<file path="src/rtl/gfs_pkg.sv">
package gfs_pkg;

  typedef enum logic [2:0] {
    ST_OFF       = 3'd0,
    ST_CHARGING  = 3'd1,
    ST_RAMP_UP   = 3'd2,
    ST_ACTIVE    = 3'd3,
    ST_RAMP_DOWN = 3'd4,
    ST_DISCHARGE = 3'd5
  } gfs_state_e;

  // The reference stays enabled in every state in which gain may be nonzero.
  function automatic logic bias_wanted(input gfs_state_e st);
    return (st == ST_CHARGING) || (st == ST_RAMP_UP) ||
           (st == ST_ACTIVE)   || (st == ST_RAMP_DOWN);
  endfunction

  // A state is an end point of a sequence when done should pulse on entry.
  function automatic logic is_end_state(input gfs_state_e st);
    return (st == ST_ACTIVE) || (st == ST_OFF);
  endfunction

endpackage

</file>
<file path="src/rtl/gfs_pacer.sv">
module gfs_pacer (
  input  logic clk,
  input  logic rst_n,
  input  logic tick,
  input  logic restart,
  output logic step_ok
);

  logic phase_q;

  // A step is granted on the second tick of each pair.
  assign step_ok = tick & phase_q & ~restart;

  always_ff @(posedge clk or negedge rst_n) begin
    if (!rst_n)       phase_q <= 1'b0;
    else if (restart) phase_q <= 1'b0;
    else if (tick)    phase_q <= ~phase_q;
  end

endmodule

</file>
<file path="src/rtl/gfs_ceiling.sv">
module gfs_ceiling #(
  parameter int CODE_W  = 5,
  parameter int SE_DROP = 3
) (
  input  logic              se_sel,
  input  logic [CODE_W-1:0] target_code,
  output logic [CODE_W-1:0] eff_target
);

  localparam int MAX_CODE = (1 << CODE_W) - 1;
  localparam logic [CODE_W-1:0] SE_MAX = CODE_W'(MAX_CODE - SE_DROP);

  function automatic logic [CODE_W-1:0] clamp_code(input logic se,
                                                   input logic [CODE_W-1:0] t);
    if (se && (t > SE_MAX)) return SE_MAX;
    return t;
  endfunction

  assign eff_target = clamp_code(se_sel, target_code);

endmodule

</file>
<file path="src/rtl/gfs_fsm.sv">
module gfs_fsm
  import gfs_pkg::*;
#(
  parameter int CODE_W = 5
) (
  input  logic              clk,
  input  logic              rst_n,
  input  logic              shutdown_n,
  input  logic              fade_n,
  input  logic              bias_ready,
  input  logic              bias_empty,
  input  logic              step_ok,
  input  logic [CODE_W-1:0] eff_target,
  output gfs_state_e        state_q,
  output logic [CODE_W-1:0] gain_q,
  output logic              done_q,
  output logic              restart
);

  localparam logic [CODE_W-1:0] ZERO_CODE = '0;
  localparam logic [CODE_W-1:0] ONE_CODE  = CODE_W'(1);

  gfs_state_e        nxt_state;
  logic [CODE_W-1:0] nxt_gain;
  logic              powerup_q;
  logic              nxt_powerup;

  assign restart = (nxt_state != state_q);

  always_comb begin
    nxt_state   = state_q;
    nxt_gain    = gain_q;
    nxt_powerup = powerup_q;
    unique case (state_q)
      ST_OFF: begin
        nxt_gain = ZERO_CODE;
        if (shutdown_n) nxt_state = ST_CHARGING;
      end
      ST_CHARGING: begin
        nxt_gain = ZERO_CODE;
        if (!shutdown_n) begin
          nxt_state = ST_DISCHARGE;
        end else if (bias_ready) begin
          if (fade_n && !powerup_q) begin
            nxt_state = ST_ACTIVE;
            nxt_gain  = eff_target;
          end else begin
            nxt_state = ST_RAMP_UP;
          end
        end
      end
      ST_RAMP_UP: begin
        if (!shutdown_n) begin
          if (fade_n) begin
            nxt_state = ST_DISCHARGE;
            nxt_gain  = ZERO_CODE;
          end else begin
            nxt_state = ST_RAMP_DOWN;
          end
        end else if (gain_q >= eff_target) begin
          nxt_state = ST_ACTIVE;
          nxt_gain  = eff_target;
        end else if (step_ok) begin
          nxt_gain = gain_q + ONE_CODE;
        end
      end
      ST_ACTIVE: begin
        if (!shutdown_n) begin
          if (fade_n) begin
            nxt_state = ST_DISCHARGE;
            nxt_gain  = ZERO_CODE;
          end else begin
            nxt_state = ST_RAMP_DOWN;
          end
        end else begin
          nxt_gain = eff_target;
        end
      end
      ST_RAMP_DOWN: begin
        if (shutdown_n) begin
          nxt_state = ST_RAMP_UP;
        end else if (gain_q == ZERO_CODE) begin
          nxt_state = ST_DISCHARGE;
        end else if (step_ok) begin
          nxt_gain = gain_q - ONE_CODE;
        end
      end
      ST_DISCHARGE: begin
        nxt_gain = ZERO_CODE;
        if (shutdown_n)      nxt_state = ST_CHARGING;
        else if (bias_empty) nxt_state = ST_OFF;
      end
      default: begin
        nxt_state = ST_DISCHARGE;
        nxt_gain  = ZERO_CODE;
      end
    endcase
    if ((nxt_state == ST_ACTIVE) || (nxt_state == ST_RAMP_DOWN) ||
        (nxt_state == ST_DISCHARGE))
      nxt_powerup = 1'b0;
  end

  always_ff @(posedge clk or negedge rst_n) begin
    if (!rst_n) begin
      state_q   <= ST_CHARGING;
      gain_q    <= ZERO_CODE;
      done_q    <= 1'b0;
      powerup_q <= 1'b1;
    end else begin
      state_q   <= nxt_state;
      gain_q    <= nxt_gain;
      done_q    <= restart && is_end_state(nxt_state);
      powerup_q <= nxt_powerup;
    end
  end

endmodule

</file>
<file path="src/rtl/gain_fade_seq.sv">
module gain_fade_seq
  import gfs_pkg::*;
#(
  parameter int CODE_W  = 5,
  parameter int SE_DROP = 3
) (
  input  logic              clk,
  input  logic              rst_n,
  input  logic              tick,
  input  logic              shutdown_n,
  input  logic              fade_n,
  input  logic              se_sel,
  input  logic [CODE_W-1:0] target_code,
  input  logic              bias_ready,
  input  logic              bias_empty,
  output logic [CODE_W-1:0] gain_code,
  output logic              mute,
  output logic              bias_en,
  output logic              se_mode,
  output logic              neg_out_en,
  output logic [2:0]        seq_state,
  output logic              done
);

  gfs_state_e        state_q;
  logic [CODE_W-1:0] eff_target;
  logic              step_ok;
  logic              restart;
  logic              se_q;

  gfs_ceiling #(.CODE_W(CODE_W), .SE_DROP(SE_DROP)) u_ceil (
    .se_sel      (se_sel),
    .target_code (target_code),
    .eff_target  (eff_target)
  );

  gfs_pacer u_pace (
    .clk     (clk),
    .rst_n   (rst_n),
    .tick    (tick),
    .restart (restart),
    .step_ok (step_ok)
  );

  gfs_fsm #(.CODE_W(CODE_W)) u_fsm (
    .clk        (clk),
    .rst_n      (rst_n),
    .shutdown_n (shutdown_n),
    .fade_n     (fade_n),
    .bias_ready (bias_ready),
    .bias_empty (bias_empty),
    .step_ok    (step_ok),
    .eff_target (eff_target),
    .state_q    (state_q),
    .gain_q     (gain_code),
    .done_q     (done),
    .restart    (restart)
  );

  always_ff @(posedge clk or negedge rst_n) begin
    if (!rst_n) se_q <= 1'b0;
    else        se_q <= se_sel;
  end

  assign se_mode    = se_q;
  assign neg_out_en = ~se_q;
  assign mute       = (gain_code == '0);
  assign bias_en    = bias_wanted(state_q);
  assign seq_state  = state_q;

endmodule

</file>
<file path="config.mk">
export PLATFORM = sky130hd
export DESIGN_NAME = gain_fade_seq
export DESIGN_NICKNAME = d
export VERILOG_FILES = /design/src/rtl/gfs_pkg.sv /design/src/rtl/gfs_pacer.sv /design/src/rtl/gfs_ceiling.sv /design/src/rtl/gfs_fsm.sv /design/src/rtl/gain_fade_seq.sv
export SDC_FILE = /design/constraint.sdc
export NUM_CORES = 1
export LEC_CHECK = 0
export BUFFER_PORTS_ARGS = -buffer_cell sky130_fd_sc_hd__buf_2
export CORE_MARGIN = 4
export CORE_UTILIZATION = 49
export DETAILED_ROUTE_END_ITERATION = 6
export GPL_ROUTABILITY_DRIVEN = 0
export GPL_TIMING_DRIVEN = 0
export PLACE_DENSITY = 0.86
export SKIP_CTS_REPAIR_TIMING = 1
export SYNTH_ARGS = -nofsm -noshare
export SYNTH_HDL_FRONTEND = slang
export SYNTH_SLANG_ARGS = --single-unit
</file>
<file path="constraint.sdc">
create_clock -name clk -period 2.07 [get_ports clk]
set_input_delay 0.207 -clock clk [delete_from_list [all_inputs] [get_ports clk]]
set_output_delay 0.207 -clock clk [all_outputs]
set_load 0.01 [all_outputs]
</file>
==> results list <==
- Worst VDD drop: 849 µV
- Across the routed clock network, the largest skew measured is 0.00430 ns.
* Share of final-layout standard cells stronger than drive strength 1: 0.406
- Number of nets in the synthesized netlist: 168
- Fin crit period: 2.41 ns
- Top area cells in the synthesized netlist: dfrtp_1, ha_1, a21oi_1
- Finished Core Util: 0.737
- For this configuration, the core starts out at a cell density of 0.527.
* Core footprint: 2280 µm²
- Number of top-level design ports: 26
- In this run the deepest clock path goes through 2 buffers.
- In this run the power density over the cells is 1260 nW/µm².
- Type of element launching the critical path: flop
- The max-slew violation count was 0.
- Category of the critical setup timing path: flop to flop
* Buffer type at the clock tree root: clkbuf_4
* Detail Placement HPWL: 2720 µm
- Counting flops with a built-in enable in the synthesized netlist gives 0.
- In this run the worst hold path is classified as input pin to flop.
- Count of buffers from port buffering: 24
- For this run, the total global-route usage over all layers was measured as 0.225.
* Highest-count cells in the layout ignoring fill and taps: buf_2, buf_4, nand2_1, a21oi_1, inv_1
- Endpoint required time on the critical path: 2.24 ns
* Count of synthesis-stage warnings from yosys: 0
* Width of the chip: 57.5 µm
- Hold Path Depth: 1
* Sink count of the clock tree: 12
- Setup TNS: -1.71 ns
- From bottom edge to top edge, the die measures 57.5 µm.
- TritonCTS built the clock tree.
- OpenSTA, run right after detailed placement, puts the worst setup slack at -0.352 ns.
* Antenna violations before repair: 0
* Syn avg cell area: 8.10 µm²
- Across the run, the number of max-cap violations was 0.
* Depth of the most critical reg-to-reg path: 9
- Setup repair after global routing could not meet its margin everywhere.
* Summed area of non-filler cells in the final layout: 1680 µm²
- Number of detailed-route iterations in the first pass: 6
- Filler cell count: 145
- The routed layout has 1472 vias.
* Total leakage power: 0.770 nW
- Footprint of the multi-input gates: 933 µm²
- In this run, the number of DRC markers left after iteration 0 of detailed routing was 138.
* Synth unique cells: 55
- HP Start: se_sel
* Number of buffers inserted during clock tree synthesis: 3
* Commonest non-fill, non-tap cell in the layout: buf_2
- DRT Wirelength: 4510 µm
- Register area share after synthesis: 0.253
* Headroom to the max-slew limit: 0.650
* Final Power: 2.11 mW
- Tracing the worst setup path back leads to its startpoint at u_fsm.gain_q[0].
- Row generation in the floorplan step produced 17 rows.
- The synthesized netlist occupies a cell area of 1200 µm².
* Deepest level of the CTS H-tree: 1
- Synth top area share: 0.209
- Summed over all layers, the global routing overflow is 0.
- The first global-routing pass estimated 5950 µm of wire.
* Clock latency at the later pin of the worst-skew pair: 0.28 ns
* Minimum hold slack: 0.0540 ns
* Cell count after synthesis: 148
* Slew at the pin with the worst max-slew slack: 0.521 ns
* Share of the cycle needed by the critical path after routing: 1.16
- In the synthesized netlist the dominant register cell turns out to be dfrtp_1.
- Once placement finished, the instance area stood at 1450 µm².
* Pin count of the biggest net entering global routing: 13
- The worst setup path is captured at a flop.
- The net count of the finished layout is 213.
- Number of endpoints with negative hold slack in the final report: 0
- Antenna diode count: 0
- Setup slack on the critical path of the routed design comes to -0.338 ns.
- Arrival time at the worst endpoint: 2.58 ns
- Footprint of the flip-flops and latches: 308 µm²
- In the routed layout, each cell is associated on average with a via count of 6.69.
- After detailed routing, the average wire length per cell comes to 20.5 µm.
* Post-synthesis cell type with the largest combined area: dfrtp_1
- Violated checks: negative setup slack
- Area growth from synthesis to layout: 39.9%
* Register bit count reported by yosys: 12
- After detailed routing, the number of remaining DRC violations is 0.
* # setup viols final: 7
- In this run the critical register-to-register path is launched from u_fsm.gain_q[0].
- Timing would allow up to 415 MHz.
- Crit-path max FO: 4
* Count of placed standard cells including taps: 200
- Remaining antenna violation count after routing: 0
- Die ar.: 3300 µm²
* Clock edge transition at the registers on the reported setup and hold paths: 0.09 ns
- The via count of the first global-routing pass came to 1244.
* Fraction of registers with async set/reset: 1.00
- The flow ran to the end, but the final reports show violations.
- Final cell count without fillers: 220
power by group:
group / switching, mW / internal [mW]
clock network: 0.0981 / 0.107
registers: 0.0556 / 0.313
logic: 0.852 / 0.688
total: 1.01 / 1.11
worst max-delay path, stage by stage (launching register included):
cell and delay (ns):
dfrtp_2 0.41, inv_4 0.05, buf_12 0.12, ha_4 0.16, nor4b_4 0.14, o21ai_1 0.26
o2111ai_1 0.23, a2111o_1 0.45, and2_4 0.18, mux2_4 0.29
metal layers:
metal,vias up,GRT usage,share of wire
li1,638,-,-
met1,676,0.287,0.35
met2,124,0.390,0.49
met3,34,0.0249,0.11
met4,0,0.0762,0.049
met5,-,0,0
Yosys cell counts (3+ instances only):
cell / count
clkbuf_1: 3
nand3_1: 3
o211ai_1: 4
o21ai_0: 7
dfrtp_1: 10
xnor2_1: 4
nor2b_1: 3
inv_1: 11
a21oi_1: 12
ha_1: 7
nor3_1: 6
nor2_1: 9
nand2_1: 14
sequential cells by signal, indices dropped and copies added (netlist names):
register	cells
u_fsm.done_q	1
u_fsm.powerup_q	1
se_mode	1
u_fsm.state_q	3
u_pace.phase_q	1
u_fsm.gain_q	5
final timing paths:
kind                                    end  slack, ns
setup / recovery            u_fsm.gain_q[3]      -0.34
hold reg to reg             u_fsm.powerup_q       0.51
max in group asynchronous  u_fsm.state_q[0]       1.45
min in group asynchronous   u_fsm.gain_q[4]       0.33
hold / removal                      se_mode       0.05
setup reg to reg            u_fsm.gain_q[3]      -0.34
layout make-up:
cell class                      instances  share of cell area
Buffer                                  8              0.0321
Clock buffer                            4              0.0216
Inverter                               12              0.0284
Multi-Input combinational cell        115               0.557
Sequential cell                        12               0.184
Tap cell                               28              0.0209
Timing Repair Buffer                   41               0.157
logic make-up after synthesis:
group	share of synthesized area
AOI/OAI and AO/OA	0.291
buffers and inverters	0.0866
and+or+nand+nor	0.235
adders and majority gates	0.0731
xor gates and xnor gates	0.0365
DFF	0.253
muxes	0.0251
No activity file was read; power rests on OpenSTA's default activity.
